===== src/rtl/alarm_irq_pkg.sv =====
package alarm_irq_pkg;
  localparam int unsigned ADDR_W  = 3;
  localparam int unsigned NFIELD  = 4;
  localparam int unsigned FIELD_W = 7;

  localparam logic [ADDR_W-1:0] A_FLAGS = 3'd0;
  localparam logic [ADDR_W-1:0] A_ICTL  = 3'd1;
  localparam logic [ADDR_W-1:0] A_ASEC  = 3'd2;
  localparam logic [ADDR_W-1:0] A_AMIN  = 3'd3;
  localparam logic [ADDR_W-1:0] A_AHR   = 3'd4;
  localparam logic [ADDR_W-1:0] A_ADATE = 3'd5;

  // flags bit positions
  localparam int unsigned FL_WDOG  = 7;
  localparam int unsigned FL_ALARM = 6;
  localparam int unsigned FL_PFAIL = 5;
  localparam int unsigned FL_OSC   = 4;
  localparam int unsigned FL_CAL   = 2;
  localparam int unsigned FL_WEN   = 1;
  localparam int unsigned FL_REN   = 0;

  // interrupt control bit positions
  localparam int unsigned IC_WIE = 7;
  localparam int unsigned IC_AIE = 6;
  localparam int unsigned IC_PFE = 5;
  localparam int unsigned IC_POL = 3;
  localparam int unsigned IC_LVL = 2;
  localparam logic [7:0]  IC_MASK = 8'hEC;
endpackage


===== src/rtl/alarm_match.sv =====
module alarm_match #(
  parameter int unsigned NF = 4,
  parameter int unsigned FW = 7
) (
  input  logic [NF-1:0][7:0]    alarm_i,
  input  logic [NF-1:0][FW-1:0] now_i,
  input  logic                  tick_i,
  output logic                  hit_o
);
  logic [NF-1:0] field_ok;

  for (genvar g = 0; g < NF; g++) begin : g_field
    assign field_ok[g] = alarm_i[g][7] | (alarm_i[g][FW-1:0] == now_i[g]);
  end

  assign hit_o = tick_i & (&field_ok);
endmodule


===== src/rtl/flag_reg.sv =====
module flag_reg
  import alarm_irq_pkg::*;
(
  input  logic       clk_i,
  input  logic       rst_ni,
  input  logic       wdog_ev_i,
  input  logic       alarm_ev_i,
  input  logic       pfail_ev_i,
  input  logic       osc_ev_i,
  input  logic       rd_i,
  input  logic       wr_i,
  input  logic [3:0] wdata_i,   // {osc, cal, wen, ren}
  output logic [7:0] flags_o
);
  logic wdog_q, alarm_q, pfail_q, osc_q, cal_q, wen_q, ren_q;
  logic osc_clr;

  assign osc_clr = wr_i & ~wdata_i[3];

  always_ff @(posedge clk_i or negedge rst_ni) begin
    if (!rst_ni) begin
      wdog_q  <= 1'b0;
      alarm_q <= 1'b0;
      pfail_q <= 1'b0;
      osc_q   <= 1'b0;
      cal_q   <= 1'b0;
      wen_q   <= 1'b0;
      ren_q   <= 1'b0;
    end else begin
      // new event wins over read clear
      wdog_q  <= wdog_ev_i  | (wdog_q  & ~rd_i);
      alarm_q <= alarm_ev_i | (alarm_q & ~rd_i);
      pfail_q <= pfail_ev_i | (pfail_q & ~rd_i);
      osc_q   <= osc_ev_i   | (osc_q   & ~osc_clr);
      if (wr_i) begin
        cal_q <= wdata_i[2];
        wen_q <= wdata_i[1];
        ren_q <= wdata_i[0];
      end
    end
  end

  always_comb begin
    flags_o           = '0;
    flags_o[FL_WDOG]  = wdog_q;
    flags_o[FL_ALARM] = alarm_q;
    flags_o[FL_PFAIL] = pfail_q;
    flags_o[FL_OSC]   = osc_q;
    flags_o[FL_CAL]   = cal_q;
    flags_o[FL_WEN]   = wen_q;
    flags_o[FL_REN]   = ren_q;
  end


  osc_hold_chk: assert property (@(posedge clk_i) disable iff (!rst_ni)
    (osc_q && !osc_clr) |=> osc_q);

  ev_kept_chk: assert property (@(posedge clk_i) disable iff (!rst_ni)
    (pfail_ev_i || wdog_ev_i) |=> (pfail_q || wdog_q));

  rd_clear_chk: assert property (@(posedge clk_i) disable iff (!rst_ni)
    (rd_i && !pfail_ev_i && !wdog_ev_i && !alarm_ev_i) |=> !(pfail_q || wdog_q || alarm_q));
endmodule


===== src/rtl/irq_drive.sv =====
module irq_drive #(
  parameter int unsigned PULSE_LEN = 4,
  parameter int unsigned CAL_HALF  = 32
) (
  input  logic clk_i,
  input  logic rst_ni,
  input  logic active_i,
  input  logic trig_i,
  input  logic level_i,
  input  logic pol_i,
  input  logic cal_en_i,
  output logic irq_o,
  output logic cal_o
);
  localparam int unsigned PW = $clog2(PULSE_LEN + 1);
  localparam int unsigned CW = $clog2(CAL_HALF);

  logic [PW-1:0] pulse_cnt;
  logic [CW-1:0] cal_cnt;
  logic          wave_q;
  logic          asserted;

  always_ff @(posedge clk_i or negedge rst_ni) begin
    if (!rst_ni)                pulse_cnt <= '0;
    else if (trig_i)            pulse_cnt <= PW'(PULSE_LEN);
    else if (pulse_cnt != '0)   pulse_cnt <= pulse_cnt - 1'b1;
  end

  always_ff @(posedge clk_i or negedge rst_ni) begin
    if (!rst_ni) begin
      cal_cnt <= '0;
      wave_q  <= 1'b0;
    end else if (!cal_en_i) begin
      cal_cnt <= '0;
      wave_q  <= 1'b0;
    end else if (cal_cnt == CW'(CAL_HALF - 1)) begin
      cal_cnt <= '0;
      wave_q  <= ~wave_q;
    end else begin
      cal_cnt <= cal_cnt + 1'b1;
    end
  end

  assign asserted = level_i ? active_i : (pulse_cnt != '0);
  assign cal_o    = wave_q & cal_en_i;
  assign irq_o    = cal_en_i ? wave_q : ~(asserted ^ pol_i);


  pulse_start_chk: assert property (@(posedge clk_i) disable iff (!rst_ni)
    trig_i |=> (pulse_cnt != '0));

  wave_en_chk: assert property (@(posedge clk_i) disable iff (!rst_ni)
    $rose(wave_q) |-> $past(cal_en_i));
endmodule


===== src/rtl/alarm_irq_unit.sv =====
module alarm_irq_unit
  import alarm_irq_pkg::*;
#(
  parameter int unsigned PULSE_LEN = 4,
  parameter int unsigned CAL_HALF  = 32
) (
  input  logic               clk_i,
  input  logic               rst_ni,
  input  logic               tick_i,
  input  logic [FIELD_W-1:0] sec_i,
  input  logic [FIELD_W-1:0] min_i,
  input  logic [FIELD_W-1:0] hour_i,
  input  logic [FIELD_W-1:0] date_i,
  input  logic               pfail_ev_i,
  input  logic               wdog_ev_i,
  input  logic               osc_fail_i,
  input  logic               reg_we_i,
  input  logic               reg_re_i,
  input  logic [ADDR_W-1:0]  reg_addr_i,
  input  logic [7:0]         reg_wdata_i,
  output logic [7:0]         reg_rdata_o,
  output logic               irq_o,
  output logic               cal_o
);
  logic [NFIELD-1:0][7:0]         alarm_q;
  logic [NFIELD-1:0][FIELD_W-1:0] now;
  logic [7:0] ictl_q, flags;
  logic       alarm_hit, flags_rd, flags_wr, active, trig;

  assign now = {date_i, hour_i, min_i, sec_i};

  for (genvar g = 0; g < NFIELD; g++) begin : g_alarm
    always_ff @(posedge clk_i or negedge rst_ni) begin
      if (!rst_ni) alarm_q[g] <= '0;
      else if (reg_we_i && reg_addr_i == ADDR_W'(A_ASEC + g)) alarm_q[g] <= reg_wdata_i;
    end
  end

  always_ff @(posedge clk_i or negedge rst_ni) begin
    if (!rst_ni)                                ictl_q <= '0;
    else if (reg_we_i && reg_addr_i == A_ICTL)  ictl_q <= reg_wdata_i & IC_MASK;
  end

  alarm_match #(.NF(NFIELD), .FW(FIELD_W)) u_match (
    .alarm_i (alarm_q),
    .now_i   (now),
    .tick_i  (tick_i),
    .hit_o   (alarm_hit)
  );

  assign flags_rd = reg_re_i & (reg_addr_i == A_FLAGS);
  assign flags_wr = reg_we_i & (reg_addr_i == A_FLAGS);

  flag_reg u_flags (
    .clk_i      (clk_i),
    .rst_ni     (rst_ni),
    .wdog_ev_i  (wdog_ev_i),
    .alarm_ev_i (alarm_hit),
    .pfail_ev_i (pfail_ev_i),
    .osc_ev_i   (osc_fail_i),
    .rd_i       (flags_rd),
    .wr_i       (flags_wr),
    .wdata_i    ({reg_wdata_i[FL_OSC], reg_wdata_i[FL_CAL], reg_wdata_i[FL_WEN], reg_wdata_i[FL_REN]}),
    .flags_o    (flags)
  );

  assign active = (flags[FL_WDOG]  & ictl_q[IC_WIE])
                | (flags[FL_ALARM] & ictl_q[IC_AIE])
                | (flags[FL_PFAIL] & ictl_q[IC_PFE]);
  assign trig   = (wdog_ev_i  & ictl_q[IC_WIE])
                | (alarm_hit  & ictl_q[IC_AIE])
                | (pfail_ev_i & ictl_q[IC_PFE]);

  irq_drive #(.PULSE_LEN(PULSE_LEN), .CAL_HALF(CAL_HALF)) u_irq (
    .clk_i    (clk_i),
    .rst_ni   (rst_ni),
    .active_i (active),
    .trig_i   (trig),
    .level_i  (ictl_q[IC_LVL]),
    .pol_i    (ictl_q[IC_POL]),
    .cal_en_i (flags[FL_CAL]),
    .irq_o    (irq_o),
    .cal_o    (cal_o)
  );

  always_comb begin
    unique case (reg_addr_i)
      A_FLAGS: reg_rdata_o = flags;
      A_ICTL:  reg_rdata_o = ictl_q;
      A_ASEC:  reg_rdata_o = alarm_q[0];
      A_AMIN:  reg_rdata_o = alarm_q[1];
      A_AHR:   reg_rdata_o = alarm_q[2];
      A_ADATE: reg_rdata_o = alarm_q[3];
      default: reg_rdata_o = '0;
    endcase
  end


  af_on_tick_chk: assert property (@(posedge clk_i) disable iff (!rst_ni)
    $rose(flags[FL_ALARM]) |-> $past(tick_i));
endmodule


===== config.mk =====
export PLATFORM = sky130hd
export DESIGN_NAME = alarm_irq_unit
export DESIGN_NICKNAME = d
export VERILOG_FILES = /design/src/rtl/alarm_irq_pkg.sv /design/src/rtl/alarm_match.sv /design/src/rtl/flag_reg.sv /design/src/rtl/irq_drive.sv /design/src/rtl/alarm_irq_unit.sv
export SDC_FILE = /design/constraint.sdc
export NUM_CORES = 1
export LEC_CHECK = 0
export BUFFER_PORTS_ARGS = -buffer_cell sky130_fd_sc_hd__buf_2
export CAP_MARGIN = 25
export CORE_UTILIZATION = 60
export DETAILED_ROUTE_END_ITERATION = 7
export GPL_TIMING_DRIVEN = 1
export HOLD_SLACK_MARGIN = 0.08
export PLACE_DENSITY = 0.94
export SLEW_MARGIN = 10
export SYNTH_ARGS = -nofsm -noshare
export SYNTH_HDL_FRONTEND = slang
export SYNTH_HIERARCHICAL = 1
export SYNTH_SLANG_ARGS = --single-unit

===== constraint.sdc =====
create_clock -name clk_i -period 2.5 [get_ports clk_i]
set_input_delay 0.625 -clock clk_i [delete_from_list [all_inputs] [get_ports clk_i]]
set_output_delay 0.625 -clock clk_i [all_outputs]
set_load 0.05 [all_outputs]

==> results of run 1 <==
==> sequential cells by signal, indices dropped and copies added (netlist names) <==
signal	count
u_irq/cal_cnt	5
u_flags/osc_q	1
u_flags/cal_q	1
u_flags/wdog_q	1
u_flags/wen_q	1
u_flags/alarm_q	1
u_irq/wave_q	1
u_irq/pulse_cnt	3
u_flags/ren_q	1
ictl_q	5
u_flags/pfail_q	1
alarm_q	32
==> layout make-up <==
type,instances,area (µm²),share of cell area (%)
Inverter,8,30.0,0.860
Timing Repair Buffer,67,377,10.8
Tap cell,67,83.8,2.40
Multi-Input combinational cell,178,1590,45.5
Sequential cell,53,1330,38.0
Clock inverter,3,17.5,0.501
Clock buffer,5,68.8,1.97
==> what timing repair did <==
action,CTS,global route
endpoints found under the setup margin,1,8
pin swaps,0,2
gates resized for setup,1,7
==> kinds of logic (layout without fill, tap and decap cells) <==
kind of cell | count (synthesis) | in the layout
mux | 53 | 53
xor+xnor | 32 | 32
fa+ha+maj | 4 | 4
simple gates | 55 | 55
buf+inv | 25 | 83
compound gates | 33 | 33
flops | 53 | 53
other cells | 1 | 1
==> where the power goes <==
part	total (mW)	internal, mW	switching [mW]	leakage, nW
clock network	0.475	0.194	0.281	0.0439
logic	0.816	0.391	0.426	0.935
registers	1.22	1.04	0.177	0.638
total	2.51	1.63	0.883	1.62
==> through the flow <==
stage,hold slack (ns),std cells,utilization [%],setup slack [ns]
finish,0.250,381,73.0,0.0810
global placement,0.450,373,70.6,0.0821
global route,0.272,381,73.0,-0.0636
CTS,0.258,381,72.5,0.00786
floorplan,0.329,256,-,-0.0328
detailed placement,0.455,373,70.6,0.0114
==> how the worst min path moves through the flow <==
stage                     startpoint  slack [ns]          endpoint  cells after the start
global placement    u_irq/cal_cnt[0]        0.45  u_irq/cal_cnt[0]                      1
CTS                           rst_ni        0.26        alarm_q[9]                      1
finish                        rst_ni        0.25        alarm_q[9]                      1
floorplan                     rst_ni        0.33        alarm_q[0]                      0
detailed placement  u_irq/cal_cnt[0]        0.46  u_irq/cal_cnt[0]                      1
global route                  rst_ni        0.27        alarm_q[9]                      1
==> per-layer routing <==
metal,wire length [µm],up-vias,GRT usage [%]
li1,-,1032,-
met1,2940,1103,38.1
met2,3470,82,46.1
met3,379,9,4.97
met4,86,0,8.06
met5,0,-,0
==> cells in the mapped netlist (4+ instances only) <==
cell	n	area share (%)
dfrtp_1	53	44
mux2_2	39	15
xor2_1	20	5.8
buf_4	12	3.0
xnor2_1	12	3.5
mux2i_1	11	3.7
nor2_1	9	1.1
inv_1	8	1.0
nand2_1	7	0.87
a21oi_1	6	1.0
nand2b_1	5	1.0
nand3_1	5	0.83
o221ai_1	5	1.5
a21o_1	4	1.0
ha_1	4	1.7
nor4_1	4	0.83
o21a_1	4	1.0
==> worst reg2reg max path, cell delays in order, from the launching register on <==
cell       delay, ns
dfrtp_1         0.42
xor2_1          0.16
nor4_1          0.48
a41oi_1         0.20
a2111oi_2       0.46
a222oi_1        0.15
inv_1           0.12
a21oi_1         0.05
o31ai_1         0.07
==> results.toml, run 1 <==
[yosys]
async_flop_share_pct = 100
synthCells = 256
yosys_warnings = 6
synthFlopType = "dfrtp_1"
synth.cell_area_mm2 = 0.00301
synthSimpleGateAreaFrac_pct = 12.0
synth_edf_count = 0
ys_types = 47
synthXorXnorAreaFrac_pct = 9.33
synth_fa_ha_area_share_pct = 1.67
synth_compound_area_share_pct = 8.66
ys_seq_area_share_pct = 44.1
syn_nets = 307
synth_top_family_by_area = "multiplexers"
synthMuxAreaShare_pct = 19.4
synth_seq_cells = 53
syn_avg_cell_area_um2 = 11.7

[worst_setup_path]
worst-r2r-cell-count = 8
critical_path_cell_count = 6
setup.worst_path.start = "reg_addr_i[0]"
path_buf_inv = 3
endpoint = "reg_rdata_o[5]"
worst-setup-path-type = "input port to output pin"
arrival_ns = 1.79
end_kind = "output pin"
crit_chain = "clkbuf_4 > buf_4 > nor3b_4 > nand2_1 > o221ai_2 > buf_2"
regToRegEndpoint = "u_irq/pulse_cnt[2]"
crit_slowest_cell = "buf_2"
crit_path_start_kind = "input port"
slowest_delay_ns = 0.29
cp_top_family = "buffers and inverters"
worstReg2RegStart = "alarm_q[30]"
cp_max_fo = 22
worstPathRequired_ns = 1.88
ff2ff_setup_slack_ns = 0.28

[routing]
drtIter0Drc = 172
num_vias = 2226
wl_per_cell_um = 18.0
antenna_left = 0
drc = 0
first_pass_iters = 4
routed_wl_mm = 6.87
viasPerCell = 5.84

[clock_tree]
clkSlewWorstSetupHoldPaths_ns = 0.09
htreeDepth = 2
clk_latency_ns = 0.31
post_cts_buffers = 0
numClockSinks = 53
tritoncts = "built"
cts.root.buffer_cell = "clkbuf_8"
numCtsBuffers = 5
ctsLongestPathBuffers = 2
hold_buffers = 0

[pwr]
p_leak_nw = 1.62
vdd_drop_max_v = 0.000554
p_per_area_mw_per_mm2 = 719
finalPower_mw = 2.51

[sta]
fin_skew_ns = 0.00332
rsz0062_at_grt = "true"
fin_setup_tns_ns = 0
clock.fmax_mhz = 413
post-route-period-util_pct = 96.8
setup_viol = 0
slew_violations = 0
worst_pin_slew_ns = 0.492
slew-limit-headroom_pct = 66.9
period_needed_ns = 2.42
hold_viol_final = 0

[layout]
finalInstanceArea_mm2 = 0.00349
drive_gt1_share_pct = 42.7
syn2layout_area_growth_pct = 16.2
mostFrequentLayoutCell = "dfrtp_1"
nets = 364
diodes = 0
most-common-layout-cells = "dfrtp_1 (53), buf_2 (52), mux2_2 (39), xor2_1 (20), xnor2_1 (12)"
fillers = 345

[floorplan]
die_h_um = 72.8
ioPinCount = 57
coreArea_mm2 = 0.00479
start_util_pct = 62.8
rows = 25
die-area_mm2 = 0.00530
die_w_um = 72.8

[grt]
grt_max_degree = 23
track_usage_pct = 27.9
grt_pass1_vias = 2269
antenna_found_initial = 0
overflow = 0
grt_pass1_wl_mm = 11.0

[place]
io_buffers = 56
globalplace.congestion = 0.871
post_dp_cell_area_mm2 = 0.00338
hpwl_mm = 5.25

[run]
drv_cap = 0

[worst_hold_path]
hold_path_class = "input port to asynchronous set/reset pin"

[run_status]
status = "completed"
No activity file was read; power rests on OpenSTA's default activity.
==> run 2, diff against run 1 <==
--- a/config.mk
+++ b/config.mk
@@ -9,9 +9,10 @@
 export CAP_MARGIN = 25
 export CORE_UTILIZATION = 60
 export DETAILED_ROUTE_END_ITERATION = 7
-export GPL_TIMING_DRIVEN = 1
+export GPL_TIMING_DRIVEN = 0
 export HOLD_SLACK_MARGIN = 0.08
 export PLACE_DENSITY = 0.94
+export REMOVE_ABC_BUFFERS = 1
 export SLEW_MARGIN = 10
 export SYNTH_ARGS = -nofsm -noshare
 export SYNTH_HDL_FRONTEND = slang
==> constraint.sdc (replaced) <==
create_clock -name clk_i -period 2.5 [get_ports clk_i]
set_input_delay 0 -clock clk_i [delete_from_list [all_inputs] [get_ports clk_i]]
set_output_delay 0 -clock clk_i [all_outputs]
set_load 0.05 [all_outputs]
==> run 2 against run 1 <==
Wire length rose by 4.1%; via count rose by 2.6%; setup slack improved by 0.20 ns; global-route usage rose by 1.9 points; core utilization rose by 0.39 points; non-clock buffer count rose by 3; register-to-register slack barely moved; highest routed layer unchanged; power rose by 2.7%; cell area rose by 0.54%; sequential share of layout area fell by 0.20 points.
==> results.toml, run 2 (same netlist as run 1, synthesis figures left out) <==
[floorplan]
coreArea_mm2 = 0.00479
start_util_pct = 62.8
die_h_um = 72.8
die_w_um = 72.8
ioPinCount = 57
rows = 25
die-area_mm2 = 0.00530

[routing]
first_pass_iters = 5
wl_per_cell_um = 18.7
routed_wl_mm = 7.16
drtIter0Drc = 146
drc = 0
antenna_left = 0
num_vias = 2283
viasPerCell = 5.96

[worst_setup_path]
worstPathRequired_ns = 2.71
crit_path_start_kind = "flop"
cp_max_fo = 3
ff2ff_setup_slack_ns = 0.28
setup.worst_path.start = "alarm_q[8]"
worst-r2r-cell-count = 8
end_kind = "flop"
crit_slowest_cell = "nor4_1"
slowest_delay_ns = 0.52
crit_chain = "xor2_1 > nor4_1 > nand4_1 > a2111oi_2 > a222oi_1 > inv_1 > a21oi_1 > o31ai_1"
arrival_ns = 2.43
regToRegEndpoint = "u_irq/pulse_cnt[2]"
worst-setup-path-type = "flop to flop"
worstReg2RegStart = "alarm_q[8]"
endpoint = "u_irq/pulse_cnt[2]"

[grt]
grt_max_degree = 37
antenna_found_initial = 0
grt_pass1_vias = 2399
overflow = 0
track_usage_pct = 29.9
grt_pass1_wl_mm = 11.7

[layout]
nets = 367
most-common-layout-cells = "buf_2 (56), dfrtp_1 (53), mux2_2 (39), xor2_1 (20), dlygate4sd3_1 (13)"
largestRegisters = "alarm_q x32, ictl_q x5, u_irq/cal_cnt x5"
syn2layout_area_growth_pct = 16.9
diodes = 0
drive_gt1_share_pct = 36.4
mostFrequentLayoutCell = "buf_2"
largest_register = "alarm_q"
finalInstanceArea_mm2 = 0.00351
largest_register_ffs = 32

[clock_tree]
clkSlewWorstSetupHoldPaths_ns = 0.10
cts.root.buffer_cell = "clkbuf_8"
numCtsBuffers = 5
numClockSinks = 53
cts.repair.resized = 0
post_cts_buffers = 0
ctsLongestPathBuffers = 2
clk_latency_ns = 0.30
hold_buffers = 13
htreeDepth = 2
tritoncts = "built"

[sta]
clock.fmax_mhz = 450
rsz0062_at_grt = "false"
period_needed_ns = 2.22
worst_pin_slew_ns = 0.848
slew_violations = 0
slew-limit-headroom_pct = 43.0
fin_setup_tns_ns = 0
fin_skew_ns = 0.0105
setup_viol = 0
post-route-period-util_pct = 88.9
hold_viol_final = 0

[place]
io_buffers = 56
post_dp_cell_area_mm2 = 0.00328
hpwl_mm = 5.10
globalplace.congestion = 0.832

[run_status]
status = "completed"

[pwr]
finalPower_mw = 2.58
p_leak_nw = 1.62
vdd_drop_max_v = 0.000437
p_per_area_mw_per_mm2 = 735

[worst_hold_path]
hold_path_class = "input port to flop"

[run]
drv_cap = 0
==> run 2: per-layer routing <==
metal | share of wire [%] | track usage [%]
met1 | 40 | 36.9
met5 | 0 | 0
met2 | 52 | 51.8
met4 | 2.7 | 12.0
met3 | 5.5 | 5.52
==> run 2: worst min path at each step <==
stage               cells after the start  slack [ns]        from              end
global route                            4        0.17      tick_i  u_flags/alarm_q
global placement                        2        0.18  osc_fail_i    u_flags/osc_q
detailed placement                      1       -0.04      rst_ni       alarm_q[8]
floorplan                               0       -0.30      rst_ni       alarm_q[0]
finish                                  4        0.15      tick_i  u_flags/alarm_q
CTS                                     4        0.15      tick_i  u_flags/alarm_q
==> run 2: power by group <==
group / switching [mW] / total [mW] / internal [mW] / leakage [nW]
clock: 0.267 / 0.558 / 0.291 / 0.0540
sequential: 0.180 / 1.22 / 1.04 / 0.638
combinational: 0.422 / 0.798 / 0.376 / 0.928
==> run 2: cell type report <==
class	count	area, µm²
clock buffers	5	68.8
clock inverters	2	35.0
fillers	314	1270
inverters	8	30.0
multi-input cells	178	1540
flip-flops and latches	53	1330
well taps	67	83.8
repair buffers	70	430
==> run 2: worst max-delay path: cells and delay by family (launching register included) <==
family | cells | cell delay, ns
and+or+nand+nor | 2 | 0.73
AOI/OAI and AO/OA | 4 | 0.71
DFF | 1 | 0.40
xor gates and xnor gates | 1 | 0.17
buffers and inverters | 1 | 0.13
==> run 2: stage by stage <==
stage	utilization [%]	hold slack [ns]	setup WS (ns)	instances
after floorplan	-	-0.296	0.776	239
after CTS	73.4	0.149	0.295	383
after global placement	68.1	0.180	0.454	362
after global routing	73.4	0.167	0.165	383
final	73.4	0.152	0.276	383
after detailed placement	68.5	-0.0352	0.315	363
==> run 3, diff against run 2 <==
--- a/config.mk
+++ b/config.mk
@@ -5,7 +5,7 @@
 export SDC_FILE = /design/constraint.sdc
 export NUM_CORES = 1
 export LEC_CHECK = 0
-export BUFFER_PORTS_ARGS = -buffer_cell sky130_fd_sc_hd__buf_2
+export BUFFER_PORTS_ARGS = -buffer_cell sky130_fd_sc_hd__buf_4
 export CAP_MARGIN = 25
 export CORE_UTILIZATION = 60
 export DETAILED_ROUTE_END_ITERATION = 7
==> run 3 against run 2 <==
First-iteration DRC count up 30%; power decreased by 1.3%; critical path depth is the same; clock power down 10%; cell area is 2.9% higher; worst hold slack worse by 0.015 ns; fmax increased by 2.5%; highest routed layer unchanged.
==> results.toml, run 3 (same netlist as run 1, synthesis figures left out) <==
[floorplan]
die-area_mm2 = 0.00530
coreArea_mm2 = 0.00479
start_util_pct = 62.8
die_w_um = 72.8
rows = 25
die_h_um = 72.8
ioPinCount = 57

[pwr]
seqPwrFrac_pct = 48.1
finalPower_mw = 2.55
p_leak_nw = 1.64
share_comb_of_total_power_pct = 32.2
p_per_area_mw_per_mm2 = 705
swShare_pct = 34.4
vdd_drop_max_v = 0.000458
p_int_mw = 1.67
p_switching_mw = 0.876
clkPwrFrac_pct = 19.6

[routing]
drtIter0Drc = 190
viasPerCell = 5.87
drc = 0
routed_wl_mm = 7.17
wl_per_cell_um = 18.8
antenna_left = 0
first_pass_iters = 4
num_vias = 2243

[layout]
largest_register = "alarm_q"
largestRegisters = "alarm_q x32, ictl_q x5, u_irq/cal_cnt x5"
most-common-layout-cells = "buf_4 (56), dfrtp_1 (53), mux2_2 (39), xor2_1 (20), dlygate4sd3_1 (13)"
largest_register_ffs = 32
diodes = 0
mostFrequentLayoutCell = "buf_4"
nets = 366
fillers = 318
syn2layout_area_growth_pct = 20.3
drive_gt1_share_pct = 35.9

[worst_setup_path]
arrival_ns = 2.40
crit_path_start_kind = "flop"
end_kind = "flop"
worstPathRequired_ns = 2.73
worst-setup-path-type = "flop to flop"
cp_max_fo = 3

[sta]
slew_violations = 0
slew-limit-headroom_pct = 44.6
fin_setup_tns_ns = 0
hold_viol_final = 0
period_needed_ns = 2.17
clock.fmax_mhz = 461
setup_viol = 0
post-route-period-util_pct = 86.8
fin_skew_ns = 0.00400
worst_pin_slew_ns = 0.825
hold_slack_ns = 0.138
rsz0062_at_grt = "false"

[grt]
antenna_found_initial = 0
track_usage_pct = 29.3
grt_max_degree = 54
grt_pass1_vias = 2269
grt_pass1_wl_mm = 11.2
overflow = 0

[run]
drv_cap = 0

[clock_tree]
ctsLongestPathBuffers = 2
numClockSinks = 53
tritoncts = "built"
cts.repair.resized = 0
clk_latency_ns = 0.31
numCtsBuffers = 5
clkSlewWorstSetupHoldPaths_ns = 0.09
cts.root.buffer_cell = "clkbuf_8"
htreeDepth = 2

[place]
io_buffers = 56
globalplace.congestion = 0.790
hpwl_mm = 4.92

[worst_hold_path]
hold_path_class = "input port to flop"

[run_status]
status = "completed"
run 3: cell types whose count changed in the layout (fill, tap and decap cells not counted), sizes merged:
cell | before | now
buf | 57 | 56
bufinv | 1 | 0
clkbuf | 5 | 7
clkinv | 1 | 0
run 3: worst paths after layout:
path	startpoint	to	slack [ns]	cells after the start
max in group asynchronous	rst_ni	alarm_q[11]	1.79	2
hold / removal	tick_i	u_flags/alarm_q	0.14	4
setup reg to reg	alarm_q[8]	u_irq/pulse_cnt[2]	0.33	8
min in group asynchronous	rst_ni	alarm_q[8]	0.27	2
hold reg to reg	u_irq/cal_cnt[0]	u_irq/cal_cnt[0]	0.47	1
setup / recovery	alarm_q[8]	u_irq/pulse_cnt[2]	0.33	8
run 3: stage by stage:
step / cells / setup slack (ns) / utilization (%) / area [µm²]
after global placement: 362 / 0.461 / 71.0 / 3400
after global routing: 382 / 0.196 / 75.5 / 3610
after floorplan: 239 / 0.776 / - / 2890
final: 382 / 0.331 / 75.5 / 3610
after CTS: 382 / 0.430 / 75.5 / 3610
after detailed placement: 362 / 0.455 / 71.0 / 3400
run 3: power groups by stage:
stage	Sequential [mW]	Clock (mW)	Combinational (mW)
after floorplan	1.18	0	0.562
after global placement	1.22	0	0.763
after detailed placement	1.24	0	0.795
after CTS	1.22	0.498	0.814
after global routing	1.25	0.533	0.885
final	1.23	0.501	0.821
run 3: worst max-delay path, stage by stage, from the launching register on:
cell,delay (ns)
dfrtp_1,0.41
xor2_1,0.18
nor4_1,0.52
nand4_1,0.19
a2111oi_2,0.40
a222oi_1,0.16
inv_1,0.12
a21oi_1,0.05
o31ai_1,0.06
run 3: repair_timing:
action,CTS,global route
buffers inserted,0,0
hold buffers,13,0
endpoints found under the hold margin,99,0
run 3: layout make-up:
class / count / area [µm²] / area share [%]
multi-input cells: 178 / 1540 / 42.5
flip-flops and latches: 53 / 1330 / 36.7
repair buffers: 69 / 551 / 15.2
clock buffers: 7 / 86.3 / 2.39
well taps: 67 / 83.8 / 2.32
inverters: 8 / 30.0 / 0.831
run 3: metal layers:
layer / GRT usage (%) / part of all wire (%) / vias up / wire [µm]
li1: - / - / 1021 / -
met1: 37.3 / 41 / 1119 / 2950
met2: 49.0 / 51 / 84 / 3690
met3: 4.14 / 4.6 / 19 / 330
met4: 15.0 / 2.8 / 0 / 200
met5: 0 / 0 / - / 0
